### config.mk
export PLATFORM = sky130hd
export DESIGN_NAME = sram_ctrl
export DESIGN_NICKNAME = d
export VERILOG_FILES = /design/src/rtl/sramc_pkg.sv /design/src/rtl/sramc_timer.sv /design/src/rtl/sramc_lanes.sv /design/src/rtl/sram_ctrl.sv
export SDC_FILE = /design/constraint.sdc
export NUM_CORES = 1
export LEC_CHECK = 0
export BUFFER_PORTS_ARGS = -buffer_cell sky130_fd_sc_hd__buf_2
export CAP_MARGIN = 15
export CORE_ASPECT_RATIO = 0.7
export CORE_MARGIN = 2
export CORE_UTILIZATION = 45
export CTS_CLUSTER_SIZE = 28
export DETAILED_ROUTE_END_ITERATION = 10
export GPL_TIMING_DRIVEN = 0
export HOLD_SLACK_MARGIN = 0.05
export PLACE_DENSITY = 0.82
export SLEW_MARGIN = 20
export SYNTH_ARGS = -nofsm -noshare
export SYNTH_HDL_FRONTEND = slang
export SYNTH_SLANG_ARGS = --single-unit
### constraint.sdc
create_clock -name clk -period 1.7 [get_ports clk]
set_input_delay 0.17 -clock clk [delete_from_list [all_inputs] [get_ports clk]]
set_output_delay 0.17 -clock clk [all_outputs]
set_load 0.02 [all_outputs]
### src/rtl/sramc_pkg.sv
package sramc_pkg;

    typedef enum logic [2:0] {
        ST_IDLE,
        ST_SETUP,
        ST_RWAIT,
        ST_WPULSE,
        ST_HOLD,
        ST_TURN
    } sramc_state_e;

    function automatic int cmax(input int a, input int b);
        return (a > b) ? a : b;
    endfunction

endpackage

### src/rtl/sramc_timer.sv
module sramc_timer #(
    parameter int CNT_W = 8
) (
    input  logic             clk,
    input  logic             rst_n,
    input  logic             load,
    input  logic [CNT_W-1:0] load_val,
    output logic             expired
);
    logic [CNT_W-1:0] cnt_d, cnt_q;

    always_comb begin
        cnt_d = cnt_q;
        if (load)
            cnt_d = load_val;
        else if (cnt_q != '0)
            cnt_d = cnt_q - 1'b1;
    end

    always_ff @(posedge clk) begin
        if (!rst_n) cnt_q <= '0;
        else        cnt_q <= cnt_d;
    end

    assign expired = (cnt_q == '0);
endmodule

### src/rtl/sramc_lanes.sv
module sramc_lanes #(
    parameter int LANES = 2
) (
    input  logic [LANES-1:0]   mask,
    input  logic [LANES*8-1:0] dq_i,
    output logic [LANES*8-1:0] rd_o
);
    for (genvar l = 0; l < LANES; l++) begin : g_lane
        assign rd_o[l*8 +: 8] = mask[l] ? dq_i[l*8 +: 8] : 8'h00;
    end
endmodule

### src/rtl/sram_ctrl.sv
module sram_ctrl
    import sramc_pkg::*;
#(
    parameter int ADDR_W = 18,
    parameter int DATA_W = 16,
    parameter int CYC_RC = 5,
    parameter int CYC_RD = 5,
    parameter int CYC_WP = 4,
    parameter int CYC_AW = 4,
    parameter int CYC_DS = 3,
    parameter int CYC_TA = 2,
    parameter int CNT_W  = 8
) (
    input  logic                  clk,
    input  logic                  rst_n,
    input  logic                  req_valid,
    output logic                  req_ready,
    input  logic                  req_write,
    input  logic [ADDR_W-1:0]     req_addr,
    input  logic [DATA_W-1:0]     req_wdata,
    input  logic [DATA_W/8-1:0]   req_mask,
    output logic                  rsp_done,
    output logic [DATA_W-1:0]     rsp_rdata,
    output logic [ADDR_W-1:0]     mem_addr,
    output logic                  mem_ce_n,
    output logic                  mem_we_n,
    output logic                  mem_oe_n,
    output logic [DATA_W/8-1:0]   mem_be_n,
    output logic [DATA_W-1:0]     mem_dq_o,
    output logic [DATA_W/8-1:0]   mem_dq_oe,
    input  logic [DATA_W-1:0]     mem_dq_i
);
    localparam int LANES  = DATA_W / 8;
    localparam int WP_LEN = cmax(CYC_WP, cmax(CYC_DS - 1, CYC_AW - 1));
    localparam int HD_LEN = cmax(1, CYC_RC - 1 - WP_LEN);
    localparam int RD_LEN = cmax(2, cmax(CYC_RD, CYC_RC));
    localparam int TA_LEN = cmax(1, CYC_TA);

    typedef struct packed {
        sramc_state_e        state;
        logic                wr;
        logic [ADDR_W-1:0]   addr;
        logic [DATA_W-1:0]   wdata;
        logic [LANES-1:0]    mask;
        logic                ce_n;
        logic                we_n;
        logic                oe_n;
        logic [LANES-1:0]    be_n;
        logic [LANES-1:0]    dq_oe;
        logic                done;
        logic [DATA_W-1:0]   rdata;
    } ctl_t;

    ctl_t             ctl_d, ctl_q;
    logic             tmr_load;
    logic [CNT_W-1:0] tmr_val;
    logic             tmr_exp;
    logic [DATA_W-1:0] rd_masked;

    sramc_timer #(.CNT_W(CNT_W)) u_timer (
        .clk      (clk),
        .rst_n    (rst_n),
        .load     (tmr_load),
        .load_val (tmr_val),
        .expired  (tmr_exp)
    );

    sramc_lanes #(.LANES(LANES)) u_lanes (
        .mask (ctl_q.mask),
        .dq_i (mem_dq_i),
        .rd_o (rd_masked)
    );

    always_comb begin
        ctl_d      = ctl_q;
        ctl_d.done = 1'b0;
        tmr_load   = 1'b0;
        tmr_val    = '0;
        unique case (ctl_q.state)
            ST_IDLE: begin
                if (req_valid) begin
                    ctl_d.state = ST_SETUP;
                    ctl_d.wr    = req_write;
                    ctl_d.addr  = req_addr;
                    ctl_d.wdata = req_wdata;
                    ctl_d.mask  = req_mask;
                    ctl_d.ce_n  = 1'b0;
                    ctl_d.be_n  = ~req_mask;
                    if (req_write) ctl_d.dq_oe = req_mask;
                    else           ctl_d.oe_n  = 1'b0;
                end
            end
            ST_SETUP: begin
                tmr_load = 1'b1;
                if (ctl_q.wr) begin
                    ctl_d.state = ST_WPULSE;
                    ctl_d.we_n  = 1'b0;
                    tmr_val     = CNT_W'(WP_LEN - 1);
                end else begin
                    ctl_d.state = ST_RWAIT;
                    tmr_val     = CNT_W'(RD_LEN - 2);
                end
            end
            ST_WPULSE: begin
                if (tmr_exp) begin
                    ctl_d.state = ST_HOLD;
                    ctl_d.we_n  = 1'b1;
                    tmr_load    = 1'b1;
                    tmr_val     = CNT_W'(HD_LEN - 1);
                end
            end
            ST_HOLD: begin
                if (tmr_exp) begin
                    ctl_d.state = ST_IDLE;
                    ctl_d.ce_n  = 1'b1;
                    ctl_d.be_n  = '1;
                    ctl_d.dq_oe = '0;
                    ctl_d.done  = 1'b1;
                end
            end
            ST_RWAIT: begin
                if (tmr_exp) begin
                    ctl_d.state = ST_TURN;
                    ctl_d.rdata = rd_masked;
                    ctl_d.ce_n  = 1'b1;
                    ctl_d.oe_n  = 1'b1;
                    ctl_d.be_n  = '1;
                    tmr_load    = 1'b1;
                    tmr_val     = CNT_W'(TA_LEN - 1);
                end
            end
            ST_TURN: begin
                if (tmr_exp) begin
                    ctl_d.state = ST_IDLE;
                    ctl_d.done  = 1'b1;
                end
            end
            default: ctl_d.state = ST_IDLE;
        endcase
    end

    always_ff @(posedge clk) begin
        if (!rst_n) begin
            ctl_q       <= '0;
            ctl_q.state <= ST_IDLE;
            ctl_q.ce_n  <= 1'b1;
            ctl_q.we_n  <= 1'b1;
            ctl_q.oe_n  <= 1'b1;
            ctl_q.be_n  <= '1;
        end else begin
            ctl_q <= ctl_d;
        end
    end

    assign req_ready = (ctl_q.state == ST_IDLE);
    assign rsp_done  = ctl_q.done;
    assign rsp_rdata = ctl_q.rdata;
    assign mem_addr  = ctl_q.addr;
    assign mem_ce_n  = ctl_q.ce_n;
    assign mem_we_n  = ctl_q.we_n;
    assign mem_oe_n  = ctl_q.oe_n;
    assign mem_be_n  = ctl_q.be_n;
    assign mem_dq_o  = ctl_q.wdata;
    assign mem_dq_oe = ctl_q.dq_oe;
endmodule

# After elaboration in Yosys (flattened, before gate mapping)

Index checks and enable logic that the tools add are counted.

Register bits after elaboration: 72
Input bits: 56
Output and inout bits: 59
Logic and storage cells: 76

Add/sub/neg operators: 1
Eq/ne operators: 14
Muxes and demuxes: 27
Bitwise gates (word level): 1
Reduce and logical (&&, ||, !) cells: 20

Operators by type and width:

| operator              | count |
|---|---|
| $mux W41              | 1 |
| $mux W8               | 4 |
| $reduce_and A4 Y1     | 4 |
| $pmux W3 S5           | 1 |
| $mux W3               | 4 |
| $ne A2 B2 Y1 const B  | 6 |
| $mux W5               | 2 |
| $pmux W1 S2           | 5 |
| $reduce_bool A2 Y1    | 5 |
| $logic_not A8 Y1      | 1 |
| $pmux W2 S2           | 2 |
| $reduce_bool A8 Y1    | 1 |
| $sub A8 B1 Y8 const B | 1 |
| $eq A3 B2 Y1 const B  | 2 |
| $eq A3 B3 Y1 const B  | 2 |
| $mux W1               | 6 |
| $ne A2 B1 Y1 const B  | 3 |
| $pmux W2 S3           | 1 |
| $reduce_and A3 Y1     | 2 |
| $reduce_or A2 Y1      | 3 |
| $reduce_and A2 Y1     | 2 |
| $eq A3 B1 Y1 const B  | 1 |
| $logic_not A3 Y1      | 1 |
| $reduce_bool A3 Y1    | 1 |
| other kinds (2)       | 2 |

# Logic depth before layout (Yosys ltp)

Word-level depth: 4
Gate-level depth with buffers: 8
Gate-level depth less buffers: 6

# Modules after synthesis

A second synthesis with hierarchy kept.

Cells, all modules: 422
Area total of the unflattened synthesis: 3,404.5 um^2

Modules (own cells, without submodules):

| module      | instances | cells each | area an instance (um^2) | sequential area each (um^2) |
|---|---|---|---|---|
| sram_ctrl   | 1         | 355        | 2,846.5                 | 1,281.2 |
| sramc_timer | 1         | 51         | 457.9                   | 160.2 |
| sramc_lanes | 1         | 16         | 100.1                   | 0.0 |

# Worst setup path after synthesis

Ideal clock, no wire load.

Path type: register to register
Start: register ctl_q[63] (netlist name)
End: register ctl_q (netlist bit mem_addr[10])
Setup time: 0.122 ns
Arrival time: 1.702 ns
Data required time: 1.578 ns
Setup slack: -0.124 ns
Cell stages (with the launch flop): 8
Buffers on the path: 3
Period minus slack after synthesis: 1.824 ns
Cell sequence: dfxtp_1 -> clkbuf_1 -> nor3_1 -> nand2_1 -> buf_2 -> buf_1 -> nand2_1 -> a21boi_0

Longest elaborated chain between the ends: 2

RTL lines:

| element                     | RTL line         | text |
|---|---|---|
| start: declaration          | sram_ctrl.sv:54  | `ctl_t ctl_d, ctl_q;` |
| start signal: assignment    | sram_ctrl.sv:151 | `ctl_q <= ctl_d;` |
| $logic_not A3 Y1            | --               |  |
| net req_ready               | sram_ctrl.sv:17  | `output logic req_ready,` |
| $reduce_and A2 Y1 (no line) | --               |  |

The timed path passes the listed nets, and every way through them passes these cells.
A chain may end at the register's enable or synchronous reset.

# Worst setup path after layout

Start: register u_timer.cnt_q[0]
End: register ctl_q (netlist bit rsp_rdata[12])

Longest elaborated chain between the ends: 2

RTL lines:

| element                     | RTL line          | text |
|---|---|---|
| start: declaration          | sramc_timer.sv:10 | `logic [CNT_W-1:0] cnt_d, cnt_q;` |
| start signal: assignment    | sramc_timer.sv:22 | `else cnt_q <= cnt_d;` |
| $logic_not A8 Y1            | sramc_timer.sv:25 | `assign expired = (cnt_q == '0);` |
| $reduce_and A2 Y1 (no line) | --                |  |

No other way between the ends.

==> metrics <==
PnR worst setup slack -0.0654 ns; worst-skew pair later-pin latency between 0.3 and 0.4 ns; H-tree Lvls 3; largest family of logic cells by synthesized area simple AND/OR/NAND/NOR gates; core area 7250 um^2; first-pass iteration count of the detailed router 4; vias just over 3000; Area growth syn-to-layout 33.5%; Final Util 0.617; Final period util 1.04; Post-Synth Adder-Cell Area 0.00373; CTS Hold Bufs 0; critical path class flop to flop; ys async rst share 0; endpoints failing setup 15; Fin Setup TNS -0.542 ns; multiplexer share of the synthesized area 0.00299; Most common cell on crit path buf_6; via/cell ratio roughly 5; pre-CTS WS -0.346 ns; Tmin final ~1.8 ns; post-synth top area share 0.430; CP cell instances inv_4 > ha_4 > nor4b_4 > and4_4 > buf_6 > buf_6 > nand3_2 > a21boi_2; crit-path max FO 6; global-route wire length before repair 13.4 mm; clock slew at reported path FFs roughly 0.080 ns; YS warnings 0; number of remaining DRC errors 0; chip width about 110 um; CTS Sinks 72; DPL Wire Length between 5 and 6 mm; Inst Count DP about 600; path type of the worst min-delay path primary input to flop; vias in the first global route between 2000 and 3000; Routed WL per cell 13.4 um; Pins Over Slew Limit 0; run status complete, but fails checks; leak pwr 2.03 nW; synth unique cells 46; number of core rows 26; TritonCTS clock tree yes; Layout Nets between 500 and 600; arrival time at the worst endpoint between 2 and 2.5 ns; compound-cell area share of the yosys netlist 0.195; Clock Path Buffers 2; R2R Setup Slk -0.07 ns; worst-margin pin slew roughly 0.60 ns; CP startpoint kind flop; worst-path cell with the longest stage delay nor4b_4; Ports ~120; syn nets between 400 and 500; largest net degree at the start of global routing 20; synthesized area per cell roughly 8.4 um^2; CP Capture Type flop; failing checks negative setup slack; FMAX approximately 0.57 GHz; All-Layer GR Usage 0.203; max_slew headroom 0.598; cts bufs inserted 9; placer congestion estimate approximately 0.89; Post-synth EDFFs 0; synthesized area between 3000 and 4000 um^2; diode count 0; final non-filler cell total 637; Post-Synth Simple-Gate Area 0.205; VDD IR max 0.684 mV; Worst Path Required just under 2 ns; PwrDens between 1000 and 1500 nW/um^2; number of port buffers about 110; grt total ovfl 0; Post-Synthesis Cells 401; Clock Tree Root clkbuf_8; Area contributors post-synth dfxtp_1 43%, buf_4 12%, nand2_1 11%; Yosys reg bits just over 70; XOR/XNOR share of the synthesized area 0.00523; RSZ-0062 raised after global routing yes; sequential area share after synthesis 0.430; Starting Density 0.462; post-route ant nets 0; CP max stage delay between 0.3 and 0.4 ns; Layout Skew 0.00782 ns; Post-Route WL 8.51 mm; Die Span Y about 76 um; Hold Vio Cnt, Final 0; die area around 8000 um^2; layout cells sized above 1 0.445; ys flop type dfxtp_1; worst hold slack 0.0664 ns; Iter 0 DRT Violations 169; Max-Cap Viols 0; biggest area consumer among synthesized cells dfxtp_1; antenna violations before repair 0
[synth_stat cells (all sizes together) (3+ instances only)]
cell      n
o22ai     3
a21boi   54
o21ai     4
nand3    16
inv       5
nand4     3
dfxtp    72
nand2b    4
or3       3
clkbuf   21
buf      58
nor2     10
a21oi     9
nand2   102
nor3      5
[through the flow]
| step | power, W | instance area (um^2) |
|---|---|---|
| after detailed placement | 0.00473 | 4070 |
| final | 0.00642 | 4470 |
| after global routing | 0.00682 | 4470 |
| after CTS | 0.00618 | 4380 |
| after global placement | 0.00466 | 4070 |
| after floorplan | 0.00408 | 3390 |
[placed cells by master, fill, tap and decap left out, types with 8 or more instances in the layout]
cell type  synthesis  routed
nor2_1            10       9
dfxtp_1           72      70
nand2_1          101     101
a21boi_0          43      35
nand3_1           16      10
clkbuf_1          21      10
a21boi_1          11      13
buf_4             55      64
a21oi_1            9       8
clkbuf_8           0      10
buf_2              1     116
[worst max-delay path, delay by kind of cell, from the launching register on]
kind	cells	cell delay, ns
flip-flops	1	0.36
AO/OA/AOI/OAI	1	0.17
AND/OR/NAND/NOR	3	0.76
adder cells (fa/ha/maj)	1	0.12
buffers and inverters	3	0.29
[worst paths after layout]
path                     from       endpoint  cells past startpoint
max reg2reg  u_timer.cnt_q[0]  rsp_rdata[12]                      8
max          u_timer.cnt_q[0]  rsp_rdata[12]                      8
min reg2reg          mem_ce_n       mem_ce_n                      1
min              req_addr[15]   mem_addr[15]                      3
[per-layer routing]
layer  vias to the layer above  global-route usage  wire (um)
met2                       123               0.339       4090
li1                       1556                   -          -
met5                         -                   0          0
met4                         0              0.0390        140
met1                      1409               0.251       3600
met3                        18              0.0778        690
[sequential cells by signal (all words and copies together) (netlist names)]
name           cells
mem_we_n           1
mem_oe_n           1
rsp_done           1
mem_dq_oe          2
rsp_rdata         16
u_timer.cnt_q      8
ctl_q              6
mem_be_n           2
mem_dq_o          16
mem_addr          18
mem_ce_n           1
[what timing repair did]
action | CTS | global route
pin swaps | 17 | 18
setup endpoints to repair | 66 | 67
resized for setup | 23 | 31
gates cloned | 2 | 0
setup buffers | 8 | 2
[logic make-up after synthesis]
family,after synthesis
buffers and inverters,84
XOR/XNOR,2
AND/OR/NAND/NOR,153
AO/OA/AOI/OAI,88
multiplexers,1
adder cells (fa/ha/maj),1
flip-flops,72
[area by class of cell]
| type | instances | area [um^2] |
|---|---|---|
| clock inverters | 7 | 47.5 |
| flip-flops and latches | 72 | 1450 |
| clock buffers | 9 | 124 |
| inverters | 5 | 21.3 |
| repair buffers | 125 | 657 |
| plain buffers | 76 | 527 |
| well taps | 98 | 123 |
| fillers | 646 | 2780 |
| multi-input cells | 245 | 1530 |
[power by group]
part,internal [W],switching (W)
Clock,0.000528,0.000657
Sequential,0.00200,0.000271
Combinational,0.00130,0.00167
(Power assumes the default switching activity.)
